### config.mk
export PLATFORM = sky130hd
export DESIGN_NAME = extBusPinMux
export DESIGN_NICKNAME = d
export VERILOG_FILES = /design/src/rtl/extBusPinPkg.sv /design/src/rtl/extBusPinCtrl.sv /design/src/rtl/extBusPinData.sv /design/src/rtl/extBusPinMux.sv
export SDC_FILE = /design/constraint.sdc
export NUM_CORES = 1
export LEC_CHECK = 0
export BUFFER_PORTS_ARGS = -buffer_cell sky130_fd_sc_hd__buf_2
export CAP_MARGIN = 20
export CORE_MARGIN = 2
export CORE_UTILIZATION = 41
export DETAILED_ROUTE_END_ITERATION = 16
export PLACE_DENSITY_LB_ADDON = 0.15
export SETUP_SLACK_MARGIN = 0.4
export SLEW_MARGIN = 20
export SYNTH_ARGS = -nofsm -noshare
export SYNTH_HDL_FRONTEND = slang
export SYNTH_SLANG_ARGS = --single-unit
### constraint.sdc
create_clock -name clk -period 1.1 [get_ports clk]
set_clock_uncertainty 0.05 [all_clocks]
set_input_delay 0.22 -clock clk [delete_from_list [all_inputs] [get_ports clk]]
set_output_delay 0.22 -clock clk [all_outputs]
set_load 0.01 [all_outputs]
### src/rtl/extBusPinPkg.sv
package extBusPinPkg;

  // What port A carries in the next cycle
  typedef enum logic [1:0] {
    A_IDLE = 2'd0,
    A_ADDR = 2'd1,
    A_DATA = 2'd2
  } portASelE;

  // Select strobes from control to datapath
  typedef struct packed {
    portASelE aSel;    // source for port A
    logic     aHiEn;   // upper lanes of port A take part
    logic     bDrive;  // port B carries the address
  } pinCtrlT;

endpackage

### src/rtl/extBusPinCtrl.sv
module extBusPinCtrl
  import extBusPinPkg::*;
(
  input  logic       clk,
  input  logic       rstN,
  input  logic [1:0] busType,
  input  logic       anyDemuxCfg,
  input  logic       wrAltCfg,
  input  logic       accActive,
  input  logic       accPhaseData,
  input  logic       accWrite,
  input  logic       accByte,
  input  logic       addrLsb,
  output pinCtrlT    pinCtrl,
  output logic       wrN,
  output logic       bheN,
  output logic       wrhN,
  output logic       wrlN
);

  logic width16, muxed, wrData, hiLane, loLane;
  logic wrNxt, bheNxt, wrhNxt, wrlNxt;

  assign width16 = busType[1];
  assign muxed   = busType[0];
  assign wrData  = accActive && accWrite && accPhaseData;
  assign hiLane  = !accByte || addrLsb;
  assign loLane  = !accByte || !addrLsb;

  // Port routing decode
  always_comb begin
    pinCtrl.aSel = A_IDLE;
    if (accActive) begin
      if (!accPhaseData) begin
        if (muxed) pinCtrl.aSel = A_ADDR;
      end else if (accWrite) begin
        pinCtrl.aSel = A_DATA;
      end
    end
    pinCtrl.aHiEn  = (pinCtrl.aSel == A_ADDR) || width16;
    pinCtrl.bDrive = accActive && !muxed && anyDemuxCfg;
  end

  // Strobe decode (active-high internally)
  always_comb begin
    wrNxt  = wrData && !wrAltCfg;
    bheNxt = accActive && !wrAltCfg && width16 && hiLane;
    wrhNxt = wrData && wrAltCfg && width16 && hiLane;
    wrlNxt = wrData && wrAltCfg && (width16 ? loLane : 1'b1);
  end

  always_ff @(posedge clk or negedge rstN) begin
    if (!rstN) begin
      wrN  <= 1'b1;
      bheN <= 1'b1;
      wrhN <= 1'b1;
      wrlN <= 1'b1;
    end else begin
      wrN  <= !wrNxt;
      bheN <= !bheNxt;
      wrhN <= !wrhNxt;
      wrlN <= !wrlNxt;
    end
  end

  AST_STROBE_IDLE: assert property (@(posedge clk) disable iff (!rstN)
    !accActive |=> (wrN && bheN && wrhN && wrlN));
  AST_BHE_NARROW_OFF: assert property (@(posedge clk) disable iff (!rstN)
    !width16 |=> bheN);
  AST_ONE_STROBE_STYLE: assert property (@(posedge clk) disable iff (!rstN)
    !wrN |-> (wrhN && wrlN));
  AST_NARROW_NO_WRH: assert property (@(posedge clk) disable iff (!rstN)
    (!width16 && wrData && wrAltCfg) |=> (wrhN && !wrlN));

endmodule

### src/rtl/extBusPinData.sv
module extBusPinData
  import extBusPinPkg::*;
#(
  parameter int PORT_W = 16
) (
  input  logic              clk,
  input  logic              rstN,
  input  pinCtrlT           pinCtrl,
  input  logic [PORT_W-1:0] accAddr,
  input  logic [PORT_W-1:0] accWData,
  output logic [PORT_W-1:0] portAOut,
  output logic [PORT_W-1:0] portAOe,
  output logic [PORT_W-1:0] portBOut,
  output logic [PORT_W-1:0] portBOe
);

  localparam int LANES = PORT_W / 8;

  // One byte lane of port A per generate iteration
  for (genvar g = 0; g < LANES; g++) begin : gLane
    logic       laneEn;
    logic [7:0] laneVal;
    assign laneEn  = (pinCtrl.aSel != A_IDLE) && ((g == 0) || pinCtrl.aHiEn);
    assign laneVal = (pinCtrl.aSel == A_ADDR) ? accAddr[g*8 +: 8] : accWData[g*8 +: 8];

    always_ff @(posedge clk or negedge rstN) begin
      if (!rstN) begin
        portAOut[g*8 +: 8] <= '0;
        portAOe[g*8 +: 8]  <= '0;
      end else begin
        portAOut[g*8 +: 8] <= laneEn ? laneVal : 8'h00;
        portAOe[g*8 +: 8]  <= {8{laneEn}};
      end
    end
  end

  always_ff @(posedge clk or negedge rstN) begin
    if (!rstN) begin
      portBOut <= '0;
      portBOe  <= '0;
    end else begin
      portBOut <= pinCtrl.bDrive ? accAddr : '0;
      portBOe  <= {PORT_W{pinCtrl.bDrive}};
    end
  end

  AST_A_IDLE_RELEASED: assert property (@(posedge clk) disable iff (!rstN)
    (pinCtrl.aSel == A_IDLE) |=> (portAOe == '0 && portAOut == '0));
  AST_B_FOLLOWS_ADDR: assert property (@(posedge clk) disable iff (!rstN)
    pinCtrl.bDrive |=> (portBOut == $past(accAddr)));

endmodule

### src/rtl/extBusPinMux.sv
module extBusPinMux
  import extBusPinPkg::*;
#(
  parameter int PORT_W = 16
) (
  input  logic              clk,
  input  logic              rstN,
  input  logic [1:0]        busType,
  input  logic              anyDemuxCfg,
  input  logic              wrAltCfg,
  input  logic              accActive,
  input  logic              accPhaseData,
  input  logic              accWrite,
  input  logic              accByte,
  input  logic [PORT_W-1:0] accAddr,
  input  logic [PORT_W-1:0] accWData,
  output logic [PORT_W-1:0] portAOut,
  output logic [PORT_W-1:0] portAOe,
  output logic [PORT_W-1:0] portBOut,
  output logic [PORT_W-1:0] portBOe,
  output logic              wrN,
  output logic              bheN,
  output logic              wrhN,
  output logic              wrlN
);

  localparam int HALF = PORT_W / 2;

  pinCtrlT pinCtrl;

  extBusPinCtrl i_ctrl (
    .clk          (clk),
    .rstN         (rstN),
    .busType      (busType),
    .anyDemuxCfg  (anyDemuxCfg),
    .wrAltCfg     (wrAltCfg),
    .accActive    (accActive),
    .accPhaseData (accPhaseData),
    .accWrite     (accWrite),
    .accByte      (accByte),
    .addrLsb      (accAddr[0]),
    .pinCtrl      (pinCtrl),
    .wrN          (wrN),
    .bheN         (bheN),
    .wrhN         (wrhN),
    .wrlN         (wrlN)
  );

  extBusPinData #(.PORT_W(PORT_W)) i_data (
    .clk      (clk),
    .rstN     (rstN),
    .pinCtrl  (pinCtrl),
    .accAddr  (accAddr),
    .accWData (accWData),
    .portAOut (portAOut),
    .portAOe  (portAOe),
    .portBOut (portBOut),
    .portBOe  (portBOe)
  );

  AST_PORTB_HIZ: assert property (@(posedge clk) disable iff (!rstN)
    !anyDemuxCfg |=> (portBOe == '0));
  AST_READ_RELEASE: assert property (@(posedge clk) disable iff (!rstN)
    (accActive && accPhaseData && !accWrite) |=> (portAOe == '0));
  AST_NARROW_HI_QUIET: assert property (@(posedge clk) disable iff (!rstN)
    (accActive && accPhaseData && !busType[1]) |=> (portAOe[PORT_W-1:HALF] == '0));
  AST_DEMUX_ADDR_QUIET: assert property (@(posedge clk) disable iff (!rstN)
    (accActive && !accPhaseData && !busType[0]) |=> (portAOe == '0));
  AST_MUX_ADDR_OUT: assert property (@(posedge clk) disable iff (!rstN)
    (accActive && !accPhaseData && busType[0]) |=> (portAOut == $past(accAddr)));

endmodule

==> results of run 1 <==
kinds of logic (layout without fill, tap and decap cells):
kind of cell / after synthesis / count (layout) / synth area share [%]
buffers and inverters: 35 / 127 / 16.6
flip-flops: 39 / 39 / 61.8
AO/OA/AOI/OAI: 18 / 18 / 9.86
AND/OR/NAND/NOR: 29 / 32 / 11.7
sequential cells by signal, indices dropped and copies added, names as in the netlist:
signal and cells:
i_ctrl.wrN 1, i_ctrl.bheN 1, i_data.portAOe 2, i_data.portBOut 16, i_data.portAOut 16, i_ctrl.wrhN 1
i_data.portBOe 1, i_ctrl.wrlN 1
cells in the mapped netlist, drive strengths merged:
master,count
nand4b,1
dfstp,4
a22o,15
a21boi,2
nand4,1
and3,1
nand2b,3
buf,35
dfrtp,35
nand3,3
nand2,1
and2,16
and3b,2
a32o,1
and4,1
what timing repair did:
action,4_1_cts,5_1_grt
gates resized for setup,34,14
buffers inserted,4,0
cloned,5,0
endpoints found under the setup margin,101,97
pin swaps,24,8
hold endpoints to repair,7,7
routing by layer:
metal	global-route usage (%)	up-vias	share of wire (%)
met1	20.1	599	37
met3	5.62	4	6.7
met2	32.6	61	55
li1	-	569	-
met4	6.12	0	1.2
met5	0	-	0
power by group through the flow:
stage          sequential, W  combinational [W]  clock, W
2_1_floorplan        0.00157           0.000201         0
3_3_place_gp         0.00153           0.000366         0
3_5_place_dp         0.00154           0.000370         0
4_1_cts              0.00152           0.000451   0.00121
5_1_grt              0.00152           0.000504   0.00128
6_report             0.00152           0.000464   0.00119
how the worst max path moves through the flow:
stage / cells past startpoint / slack (ns) / to
2_1_floorplan: 4 / 0.11 / i_data.portAOut[14]
3_3_place_gp: 3 / -0.08 / i_data.portBOut[12]
3_5_place_dp: 3 / -0.12 / i_data.portBOut[2]
4_1_cts: 1 / -0.09 / portBOe[11]
5_1_grt: 1 / -0.14 / portBOe[0]
6_report: 1 / -0.08 / portAOe[15]
cell type report:
cell class	instances	share of cell area [%]
Multi-Input combinational cell	50	16.5
Clock inverter	2	1.45
Tap cell	48	2.49
Timing Repair Buffer	119	35.2
Sequential cell	39	40.9
Clock buffer	6	3.43
metrics by stage:
step,utilization (%),area [um2]
global route,65.3,2410
global placement,54.1,2000
finish,65.3,2410
detailed placement,54.1,2000
CTS,63.7,2350
floorplan,-,1700
cells in the final DEF (no fill, tap or decap):
cell	Yosys	final
dfstp_2	4	4
buf_8	1	3
nand3_2	0	1
dfrtp_1	35	32
buf_2	4	83
a21boi_0	2	2
nand2b_1	3	3
and3b_2	0	3
bufinv_16	0	1
a22o_1	15	15
and4_4	0	1
clkbuf_16	0	1
buf_12	0	2
and2_4	0	3
clkbuf_8	0	6
buf_4	29	4
nand4_1	1	1
buf_6	1	26
a32o_1	1	1
and3_4	0	2
and3b_4	0	1
nand3_1	3	2
and2_1	16	13
dfrtp_2	0	3
clkinv_2	0	1
nand4b_1	1	1
nand2_1	1	1
==> results_dict.tcl, run 1 <==
set metrics [dict create \
    cp_num_buf_inv 1 \
    slew_headroom_pct 79.3 \
    grt_pass1_vias 1223 \
    place_ws_ns -0.125 \
    multi_input_comb_area_um2 398 \
    area_growth_pct 51.8 \
    fin_setup_tns_ns -2.79 \
    maxCapViolations 0 \
    wl_per_cell_um 14.6 \
    power_density_nw_per_um2 1320 \
    grt_pass1_wl_um 5670 \
    drc 0 \
    ant_nets 0 \
    grt_max_degree 23 \
    synth_seq_cells 39 \
    rsz0062_at_grt "yes" \
    design.core.area_um2 3690 \
    track_usage_pct 18.1 \
    layout_setup_ws_ns -0.0831 \
    violations "negative hold slack, negative setup slack" \
    fillers 308 \
    worstPathArrival_ns 0.91 \
    hold_path.class "in -> async" \
    critPathSlowestCell "dfrtp_2" \
    clkPwrFrac_pct 37.5 \
    sw_frac_of_total_pct 21.9 \
    crit_path_end_kind "output port" \
    synth_area_leaders "dfrtp_1, buf_4, a22o_1" \
    vias 1233 \
    power.switching_w 0.000694 \
    p_int_w 0.00248 \
    io_buffer_count 109 \
    wl_um 3860 \
    pwr-share-seq_pct 47.8 \
    die_w_um 66.2 \
    synth_cell_type_count 18 \
    ios 110 \
    gpl.final_weighted_congestion 0.748 \
    dieHeight_um 66.2 \
    run_status "finished with violations" \
    firstDrtPassIters 4 \
    clkTransAtPathRegs_ns 0.07 \
    critPathLaunch "i_data.portAOe[8]" \
    yosysTopAreaCellShare_pct 55.2 \
    yosys.area.top_type "dfrtp_1" \
    seqCellArea_um2 985 \
    nets 257 \
    dieArea_um2 4380 \
    ys_warn_count 0 \
    period_needed_ns 1.18 \
    syn_area_per_cell_um2 13.1 \
    power.total_w 0.00317 \
    initial_core_util_pct 43.0 \
    fmax_mhz 845 \
    cts_made_buffers 5 \
    dpl.cell_count 247 \
    leakagePower_nw 1.35 \
    drive_gt1_share_pct 67.1 \
    cp.required_ns 0.83 \
    rows 22 \
    cp_top_family "flip-flops" \
    tightest_slew_ns 0.311 \
    viasPerCell 4.67 \
    antenna_found_initial 0 \
    p_comb_share_pct 14.6 \
    cts_tree "built" \
    cts_max_path_buffers 2 \
    path_class "reg -> out" \
    worstPathMaxFanout 8 \
    crit_chain "buf_6" \
    stdcell_count 264 \
    synth_cells 121 \
    fin_hold_ws_ns -0.220 \
    synth_fp_nets 163 \
    antenna_cells 0 \
    clock-sinks 39 \
    setup_viol_count_final 36 \
    fin_crit_sh_pct 108 \
    dp_hpwl_um 2570 \
    gr-total-overflow 0 \
    ys_seq_area_share_pct 61.8 \
    maxSlewViolCount 0 \
    htreeDepth 2 \
    syn-cell-area_um2 1590 \
    root_buffer "clkbuf_8" \
    peakVddDrop_mv 1.06 \
    finalHoldViolCount 7 \
    drtIter0Drc 22 \
    cpPeakStageDelay_ns 0.49 \
    startpoint_type "flip-flop" \
]
Power figures use the tool's default switching activity.
==> run 2, diff against run 1 <==
--- a/config.mk
+++ b/config.mk
@@ -7,6 +7,7 @@
 export LEC_CHECK = 0
 export BUFFER_PORTS_ARGS = -buffer_cell sky130_fd_sc_hd__buf_2
 export CAP_MARGIN = 20
+export CORE_ASPECT_RATIO = 1.2
 export CORE_MARGIN = 2
 export CORE_UTILIZATION = 41
 export DETAILED_ROUTE_END_ITERATION = 16
==> results_dict.tcl, run 2 (synthesis gave the netlist of run 1 again) <==
set metrics [dict create \
    run_status "finished with violations" \
    violations "negative hold slack, negative setup slack" \
    area_growth_pct 49.0 \
    slew_headroom_pct 73.9 \
    period_needed_ns 1.21 \
    ant_nets 0 \
    clock-sinks 39 \
    rows 24 \
    cts_made_buffers 5 \
    gpl.final_weighted_congestion 0.712 \
    grt_max_degree 25 \
    cp_num_buf_inv 1 \
    grt_pass1_vias 1190 \
    tightest_slew_ns 0.391 \
    htreeDepth 2 \
    crit_chain "buf_6" \
    die_w_um 60.8 \
    drtIter0Drc 41 \
    peakVddDrop_mv 0.664 \
    maxCapViolations 0 \
    design.core.area_um2 3660 \
    vias 1195 \
    cts_max_path_buffers 2 \
    io_buffer_count 109 \
    dieHeight_um 72.1 \
    cp.required_ns 0.83 \
    fin_crit_sh_pct 110 \
    finalHoldViolCount 11 \
    grt_pass1_wl_um 5710 \
    wl_per_cell_um 14.2 \
    cpPeakStageDelay_ns 0.49 \
    cp_top_family "flip-flops" \
    fin_hold_ws_ns -0.202 \
    fmax_mhz 829 \
    dp_hpwl_um 2590 \
    viasPerCell 4.49 \
    drive_gt1_share_pct 69.6 \
    ios 110 \
    path_class "reg -> out" \
    final_core_util_pct 64.5 \
    layout_commonest_cell "buf_2" \
    firstDrtPassIters 4 \
    root_buffer "clkbuf_8" \
    clkTransAtPathRegs_ns 0.07 \
    layout_common_cells "buf_2, buf_6, dfrtp_1" \
    leakagePower_nw 1.33 \
    layout_setup_ws_ns -0.106 \
    stdcell_count 266 \
    cts_tree "built" \
    initial_core_util_pct 43.3 \
    startpoint_type "flip-flop" \
    gr-total-overflow 0 \
    drc 0 \
    hold_path.class "in -> async" \
    track_usage_pct 18.0 \
    setup_viol_count_final 36 \
    maxSlewViolCount 0 \
    seqCellArea_um2 985 \
    rsz0062_at_grt "yes" \
    antenna_found_initial 0 \
    largestRegisters "i_data.portAOut (16), i_data.portBOut (16), i_data.portAOe (2)" \
    fillers 330 \
    critPathSlowestCell "dfrtp_2" \
    worstPathMaxFanout 8 \
    wl_um 3790 \
    power_density_nw_per_um2 1220 \
    worstPathArrival_ns 0.94 \
    crit_path_end_kind "output port" \
    fin_setup_tns_ns -3.47 \
    dieArea_um2 4390 \
    multi_input_comb_area_um2 394 \
    nets 255 \
    antenna_cells 0 \
    power.total_w 0.00289 \
    dpl.cell_count 252 \
]
==> run 2: changes by cell type in the layout (fill, tap and decap cells not counted), sizes merged <==
cell    before  now
and3         2    1
and3b        4    3
buf        118  119
bufinv       1    0
==> run 2: final cells by class <==
cell class                 count  area share, %
multi-input combinational     48           16.7
timing repair buffer         119           35.5
clock buffer                   7           3.23
sequential                    39           41.7
tap                           52           2.75
clock inverter                 1          0.212
==> run 2: stage by stage <==
stage          setup slack, ns  instance area, um2
2_1_floorplan            0.109                1700
3_3_place_gp           -0.0292                2000
3_5_place_dp           -0.0835                2000
4_1_cts                 -0.117                2270
5_1_grt                 -0.167                2360
6_report                -0.106                2360
==> run 2: power by group <==
part / internal [W] / switching, W / leakage [nW] / total [W]
Clock: 0.000445 / 0.000465 / 0.0422 / 0.000910
Combinational: 0.000256 / 0.000207 / 0.773 / 0.000463
Sequential: 0.00149 / 0.0000305 / 0.514 / 0.00152
==> run 2: worst max-delay path by stage <==
stage,from,end,slack [ns],depth (start not counted)
2_1_floorplan,busType[0],i_data.portAOut[14],0.11,4
3_3_place_gp,busType[0],i_data.portBOut[15],-0.03,3
3_5_place_dp,busType[0],i_data.portBOut[12],-0.08,3
4_1_cts,i_data.portBOe[0],portBOe[12],-0.12,1
5_1_grt,i_data.portBOe[0],portBOe[10],-0.17,1
6_report,i_data.portAOe[0],portAOe[0],-0.11,1
==> run 2: layer usage <==
metal | vias to the layer above | part of all wire (%) | wire length (um) | track usage (%)
li1 | 560 | - | - | -
met1 | 559 | 38 | 1420 | 20.3
met2 | 70 | 51 | 1930 | 30.6
met3 | 6 | 10 | 381 | 6.24
met4 | 0 | 1.5 | 57 | 7.49
met5 | - | 0 | 0 | 0
==> run 2: timing repair <==
item / CTS / global route
setup buffers: 2 / 2
hold endpoints to repair: 11 / 11
pin swaps: 13 / 25
resized for setup: 34 / 21
gates cloned: 1 / 1
endpoints found under the setup margin: 101 / 92
